$ cat src/rtl/seed_pool_ctrl.sv
module seed_pool_ctrl #(
  parameter int GROUP_W     = 9,
  parameter int GROUPS      = 8,
  parameter int SEED_W      = 64,
  parameter int DIGEST_W    = 512,
  parameter int TICK_CYCLES = 2500000
) (
  input  logic                clk,
  input  logic                rst_n,
  input  logic [GROUP_W-1:0]  ent_bits,
  input  logic                rq_valid,
  output logic                rq_busy,
  output logic                seed_valid,
  input  logic                seed_ready,
  output logic [SEED_W-1:0]   seed_data,
  input  logic                dig_valid,
  input  logic [DIGEST_W-1:0] dig_data,
  output logic                rsp_valid,
  output logic [DIGEST_W-1:0] rsp_data
);
  localparam int POOL_W  = GROUP_W * GROUPS;
  localparam int WINDOWS = POOL_W - SEED_W + 1;
  localparam int OFS_W   = $clog2(WINDOWS + 1);
  localparam int TICK_W  = $clog2(TICK_CYCLES);
  localparam int FILL_W  = $clog2(GROUPS + 1);

  typedef enum logic [1:0] {S_IDLE, S_SEND, S_WAIT, S_RESP} state_t;

  state_t              st;
  logic [TICK_W-1:0]   tcnt;
  logic [POOL_W-1:0]   pool;
  logic [FILL_W-1:0]   fill;
  logic [OFS_W-1:0]    ofs;
  logic                tick, full, start;

  assign tick       = (tcnt == TICK_W'(TICK_CYCLES - 1));
  assign full       = (fill == FILL_W'(GROUPS));
  assign rq_busy    = !(st == S_IDLE && full && ofs < OFS_W'(WINDOWS) && !tick);
  assign start      = rq_valid && !rq_busy;
  assign seed_valid = (st == S_SEND);
  assign rsp_valid  = (st == S_RESP);

  always_ff @(posedge clk) begin
    if (!rst_n) begin
      tcnt <= '0;
      pool <= '0;
      fill <= '0;
    end else begin
      tcnt <= tick ? '0 : tcnt + TICK_W'(1);
      if (tick) begin
        pool <= {ent_bits, pool[POOL_W-1:GROUP_W]};
        if (!full) fill <= fill + FILL_W'(1);
      end
    end
  end

  always_ff @(posedge clk) begin
    if (!rst_n)     ofs <= '0;
    else if (tick)  ofs <= '0;
    else if (start) ofs <= ofs + OFS_W'(1);
  end

  always_ff @(posedge clk) begin
    if (!rst_n) begin
      st        <= S_IDLE;
      seed_data <= '0;
      rsp_data  <= '0;
    end else begin
      case (st)
        S_IDLE: if (start) begin
          seed_data <= pool[ofs +: SEED_W];
          st        <= S_SEND;
        end
        S_SEND: if (seed_ready) st <= S_WAIT;
        S_WAIT: if (dig_valid) begin
          rsp_data <= dig_data;
          st       <= S_RESP;
        end
        default: st <= S_IDLE;
      endcase
    end
  end

  p_shift_in_r1: assert property (@(posedge clk) disable iff (!rst_n)
    tick |=> pool[POOL_W-1 -: GROUP_W] == $past(ent_bits));
  p_fill_gate_r2: assert property (@(posedge clk) disable iff (!rst_n)
    $rose(seed_valid) |-> full);
  p_ofs_bound_r4: assert property (@(posedge clk) disable iff (!rst_n)
    ofs <= OFS_W'(WINDOWS));
  p_tick_clears_r5: assert property (@(posedge clk) disable iff (!rst_n)
    tick |=> ofs == '0);
  p_refresh_wins_r6: assert property (@(posedge clk) disable iff (!rst_n)
    tick |=> !$rose(seed_valid));
  p_seed_hold_r7: assert property (@(posedge clk) disable iff (!rst_n)
    seed_valid && !seed_ready |=> seed_valid && $stable(seed_data));
  p_rsp_pulse_r8: assert property (@(posedge clk) disable iff (!rst_n)
    rsp_valid |=> !rsp_valid);
  p_busy_blocks_r10: assert property (@(posedge clk) disable iff (!rst_n)
    rq_busy |=> !$rose(seed_valid));
endmodule

$ cat config.mk
export PLATFORM = sky130hd
export DESIGN_NAME = seed_pool_ctrl
export DESIGN_NICKNAME = d
export VERILOG_FILES = /design/src/rtl/seed_pool_ctrl.sv
export SDC_FILE = /design/constraint.sdc
export NUM_CORES = 1
export LEC_CHECK = 0
export BUFFER_PORTS_ARGS = -buffer_cell sky130_fd_sc_hd__buf_4
export CAP_MARGIN = 20
export CORE_AREA = 2 2 430 432
export CTS_BUF_LIST = sky130_fd_sc_hd__clkbuf_4 sky130_fd_sc_hd__clkbuf_8
export DETAILED_ROUTE_END_ITERATION = 7
export DIE_AREA = 0 0 432 434
export HOLD_SLACK_MARGIN = 0.02
export REMOVE_ABC_BUFFERS = 1
export SLEW_MARGIN = 20
export SYNTH_ARGS = -nofsm -noshare
export SYNTH_HDL_FRONTEND = slang
export SYNTH_SLANG_ARGS = --single-unit
$ cat constraint.sdc
create_clock -name clk -period 2.8 [get_ports clk]
set_input_delay 0.42 -clock clk [delete_from_list [all_inputs] [get_ports clk]]
set_output_delay 0.42 -clock clk [all_outputs]
set_load 0.02 [all_outputs]
==> metrics.log <==
INFO  metric outcome = finished clean
INFO  metric drt-total-wl = 152000 um
INFO  metric seq_area = 13630 um^2
INFO  metric tritoncts = built
INFO  metric design.portCount = 1105
INFO  metric worstPathRequired = 2.38 ns
INFO  metric die-height = 434 um
INFO  metric total_power_per_unit_cell_area = 470.4 nW/um^2
INFO  metric max_slew_margin = 38.97%
INFO  metric max-vdd-ir-drop = 340.1 uV
INFO  metric die_width = 432 um
INFO  metric portBuffers = 1104
INFO  metric core = 182500 um^2
INFO  metric tightest_slew = 0.9133 ns
INFO  metric async_flop_share = 0%
INFO  metric layout.filler_cells = 19340
INFO  metric synth_enable_flop_cells = 0
INFO  metric dr.first_iter.drc_count = 2064
INFO  metric num_rows = 157
INFO  metric post_route_cells_drive_above_1_share = 30.23%
INFO  metric number_of_hold_violations_in_the_final_report = 0
INFO  metric first_global_vias = 30860
INFO  metric path_class = reg -> out
INFO  metric fin_nets = 5453
INFO  metric clk_pin_slew = 0.06 ns
INFO  metric drtPass1Iterations = 7
INFO  metric synth.yosys.seq_area_share = 47.85%
INFO  metric cts_max_path_buffers = 3
INFO  metric place_congestion = 0.8904
INFO  metric setup-tns-final = 0 ns
INFO  metric maxSlewViolCount = 0
INFO  metric overflow = 0
INFO  metric min-delay-start = dig_valid
INFO  metric fin_cells = 7420
INFO  metric smallest_hold_slack = 0.1600 ns
INFO  metric final_period_minus_worst_setup_slack = 2.622 ns
INFO  metric depth_of_the_worst_hold_timing_path = 5
INFO  metric post_synth_main_area_contributors = sky130_fd_sc_hd__dfxtp_1 48%, sky130_fd_sc_hd__nand2_1 16%, sky130_fd_sc_hd__a21boi_0 14%
INFO  metric total_half_perimeter_wirelength_after_legalization_and_detailed_placement = 114100 um
INFO  metric placed_cell_area = 39280 um^2
INFO  metric finalInstanceArea = 48020 um^2
INFO  metric syn_avg_cell_area = 8.607 um^2
INFO  metric critical-path-slowest-cell = sky130_fd_sc_hd__dfxtp_2
INFO  metric start_util = 15.59%
INFO  metric vias = 30800
INFO  metric fp.dieArea = 187500 um^2
INFO  metric r2r_start = st[0]$_SDFFE_PN0P_
INFO  metric worstSetupStartpointType = flop
INFO  metric grt_util_all_layers = 15.48%
INFO  metric pin_count_of_the_biggest_net_entering_global_routing = 110
INFO  metric post-place-cells = 6596
INFO  metric worstRegToRegCells = 8
INFO  metric global_route_wire_length_before_repair = 213800 um
INFO  metric crit_path_max_incr_delay = 0.36 ns
INFO  metric cp_num_buf_inv = 1
INFO  metric timing.hold.worst_endpoint = rsp_data[510]$_SDFFE_PN0P_
INFO  metric critical_path.endpoint_type = primary output
INFO  metric numCtsBuffers = 134
INFO  metric max_clock_freq = 381.3 MHz
INFO  metric drv.max_cap_violation_count = 0
INFO  metric timing.critical_path.arrival = 2.20 ns
INFO  metric clk-insertion-delay-late = 0.86 ns
INFO  metric period_share = 93.65%
INFO  metric detail_route.vias_per_cell = 4.150
INFO  metric synth.distinct_cells = 58
INFO  metric remaining_drc_errors = 0
INFO  metric yosysTopAreaCell = sky130_fd_sc_hd__dfxtp_1
INFO  metric worstPathCellList = ha_4 -> and4_4 -> nand4_4 -> or2_4 -> nand3_2 -> buf_8
INFO  metric cts_root_buf = sky130_fd_sc_hd__clkbuf_8
INFO  metric post_drt_wl_per_cell = 20.48 um
INFO  metric antenna_violating_nets_post_route = 0
INFO  metric cell_family_contributing_the_most_delay_on_the_critical_path = simple AND/OR/NAND/NOR gates
INFO  metric synthesis.instances = 3305
INFO  metric clock_tree.htree_level_count = 4
INFO  metric finalClockSkew = 0.04076 ns
INFO  metric area_occupied_by_multi_input_gates = 13600 um^2
INFO  metric critPathMaxFanout = 3
INFO  metric ys_seq_elements = 680
INFO  metric clock-sinks = 680
INFO  metric postSynth.topFlopCell = sky130_fd_sc_hd__dfxtp_1
INFO  metric synthesis.area = 28450 um^2
INFO  metric areaGrowthSynthToFinish = 68.80%
INFO  metric setup_viol_count_final = 0
INFO  metric hold_class = in -> reg
INFO  metric synthDominantCellAreaShare = 47.85%
INFO  metric power_leakage = 18.63 nW
INFO  metric finalPower = 0.02259 W
INFO  metric r2r_slack = 0.26 ns
INFO  metric critical_path.reg2reg.endpoint = rsp_data[323]$_SDFFE_PN0P_
INFO  metric synth.yosys.warnings = 0
INFO  metric grt_antenna_before_repair = 36
-- layer usage --
metal / track usage [%] / wire [um] / vias up
met4: 6.236 / 5825 / 6
met2: 26.24 / 74090 / 1352
met3: 6.135 / 14170 / 300
met1: 17.17 / 57860 / 14790
met5: 0.7546 / 41 / -
li1: - / - / 14350
-- worst register-to-register path: cells and delay by family, from the launching register on --
kind | cells | cell delay (ns)
flip-flops | 1 | 0.38
buffers and inverters | 4 | 1.34
AO/OA/AOI/OAI | 1 | 0.22
adder cells (fa/ha/maj) | 1 | 0.29
AND/OR/NAND/NOR | 2 | 0.25
-- flip-flops by register name, indices dropped and copies added, names as in the netlist --
register and cells:
rsp_data 512, pool 72, seed_data 64, tcnt 22, fill 4, ofs 4, st 2
-- cell type report --
type | instances | area share (%)
Multi-Input combinational cell | 2347 | 28.33
Sequential cell | 680 | 28.39
Timing Repair Buffer | 1741 | 30.74
Clock inverter | 29 | 0.8703
Inverter | 14 | 0.1094
Tap cell | 2385 | 6.214
Antenna cell | 24 | 0.1251
Clock buffer | 200 | 5.224
-- timing repair --
item	CTS	global route
hold endpoints to repair	531	0
pin swaps	3	0
endpoints found under the setup margin	1	1
hold buffers	565	0
setup buffers	3	3
gates resized for setup	15	1
-- cell usage in the layout, fill, tap and decap left out, types with 5 or more instances in the layout --
| cell type | n |
|---|---|
| sky130_fd_sc_hd__a221oi_1 | 36 |
| sky130_fd_sc_hd__nor2_1 | 45 |
| sky130_fd_sc_hd__nand2b_1 | 6 |
| sky130_fd_sc_hd__mux4_2 | 26 |
| sky130_fd_sc_hd__a21oi_1 | 17 |
| sky130_fd_sc_hd__a21boi_0 | 520 |
| sky130_fd_sc_hd__diode_2 | 24 |
| sky130_fd_sc_hd__inv_1 | 12 |
| sky130_fd_sc_hd__clkbuf_4 | 39 |
| sky130_fd_sc_hd__o2bb2ai_1 | 13 |
| sky130_fd_sc_hd__nand2_1 | 1246 |
| sky130_fd_sc_hd__dfxtp_1 | 672 |
| sky130_fd_sc_hd__clkbuf_8 | 161 |
| sky130_fd_sc_hd__o21ai_0 | 25 |
| sky130_fd_sc_hd__xnor2_1 | 18 |
| sky130_fd_sc_hd__a21boi_1 | 64 |
| sky130_fd_sc_hd__clkinv_2 | 10 |
| sky130_fd_sc_hd__mux2i_1 | 108 |
| sky130_fd_sc_hd__buf_12 | 21 |
| sky130_fd_sc_hd__dlygate4sd3_1 | 565 |
| sky130_fd_sc_hd__buf_4 | 1153 |
| sky130_fd_sc_hd__mux2_2 | 51 |
| sky130_fd_sc_hd__bufinv_16 | 8 |
| sky130_fd_sc_hd__nor3_1 | 8 |
| sky130_fd_sc_hd__xor2_1 | 5 |
| sky130_fd_sc_hd__o22ai_1 | 86 |
| sky130_fd_sc_hd__nand3_1 | 10 |
| sky130_fd_sc_hd__ha_1 | 8 |
-- kinds of logic after synthesis --
group,share of synthesized area (%)
simple gates,18.68
compound gates,19.98
flops,47.85
buf+inv,4.513
mux,7.877
xor+xnor,0.7081
fa+ha+maj,0.3959
-- how the worst max path moves through the flow --
stage | startpoint | endpoint | slack, ns | depth (start not counted)
after floorplan | st[0]$_SDFFE_PN0P_ | rsp_data[0]$_SDFFE_PN0P_ | -6.54 | 5
after global placement | ofs[1]$_SDFFE_PP0P_ | seed_data[10]$_SDFFE_PN0P_ | 0.49 | 6
after detailed placement | ofs[1]$_SDFFE_PP0P_ | seed_data[49]$_SDFFE_PN0P_ | 0.51 | 4
after CTS | tcnt[1]$_SDFF_PP0_ | rq_busy | 0.0008 | 6
after global routing | tcnt[18]$_SDFF_PP0_ | rq_busy | -0.002 | 5
final | tcnt[1]$_SDFF_PP0_ | rq_busy | 0.18 | 6
-- synth_stat cells, drive strengths merged, types with 25 or more instances --
master / n
mux4: 26
a221oi: 36
clkbuf: 143
o22ai: 86
buf: 121
a21boi: 584
dfxtp: 680
nand2: 1250
mux2: 51
nor2: 47
mux2i: 108
o21ai: 25
-- metrics by stage --
step	worst slack [ns]	utilization (%)
final	0.1777	26.31
after global routing	-0.002036	26.30
after CTS	0.0008462	26.26
after floorplan	-6.541	-
after global placement	0.4908	21.53
after detailed placement	0.5081	21.53
-- power breakdown --
part / internal, W / total, W / switching [W]
sequential: 0.00968 / 0.00968 / 0.00000481
combinational: 0.00107 / 0.00158 / 0.000509
clock: 0.00648 / 0.0113 / 0.00484
No activity file was read; power rests on OpenSTA's default activity.
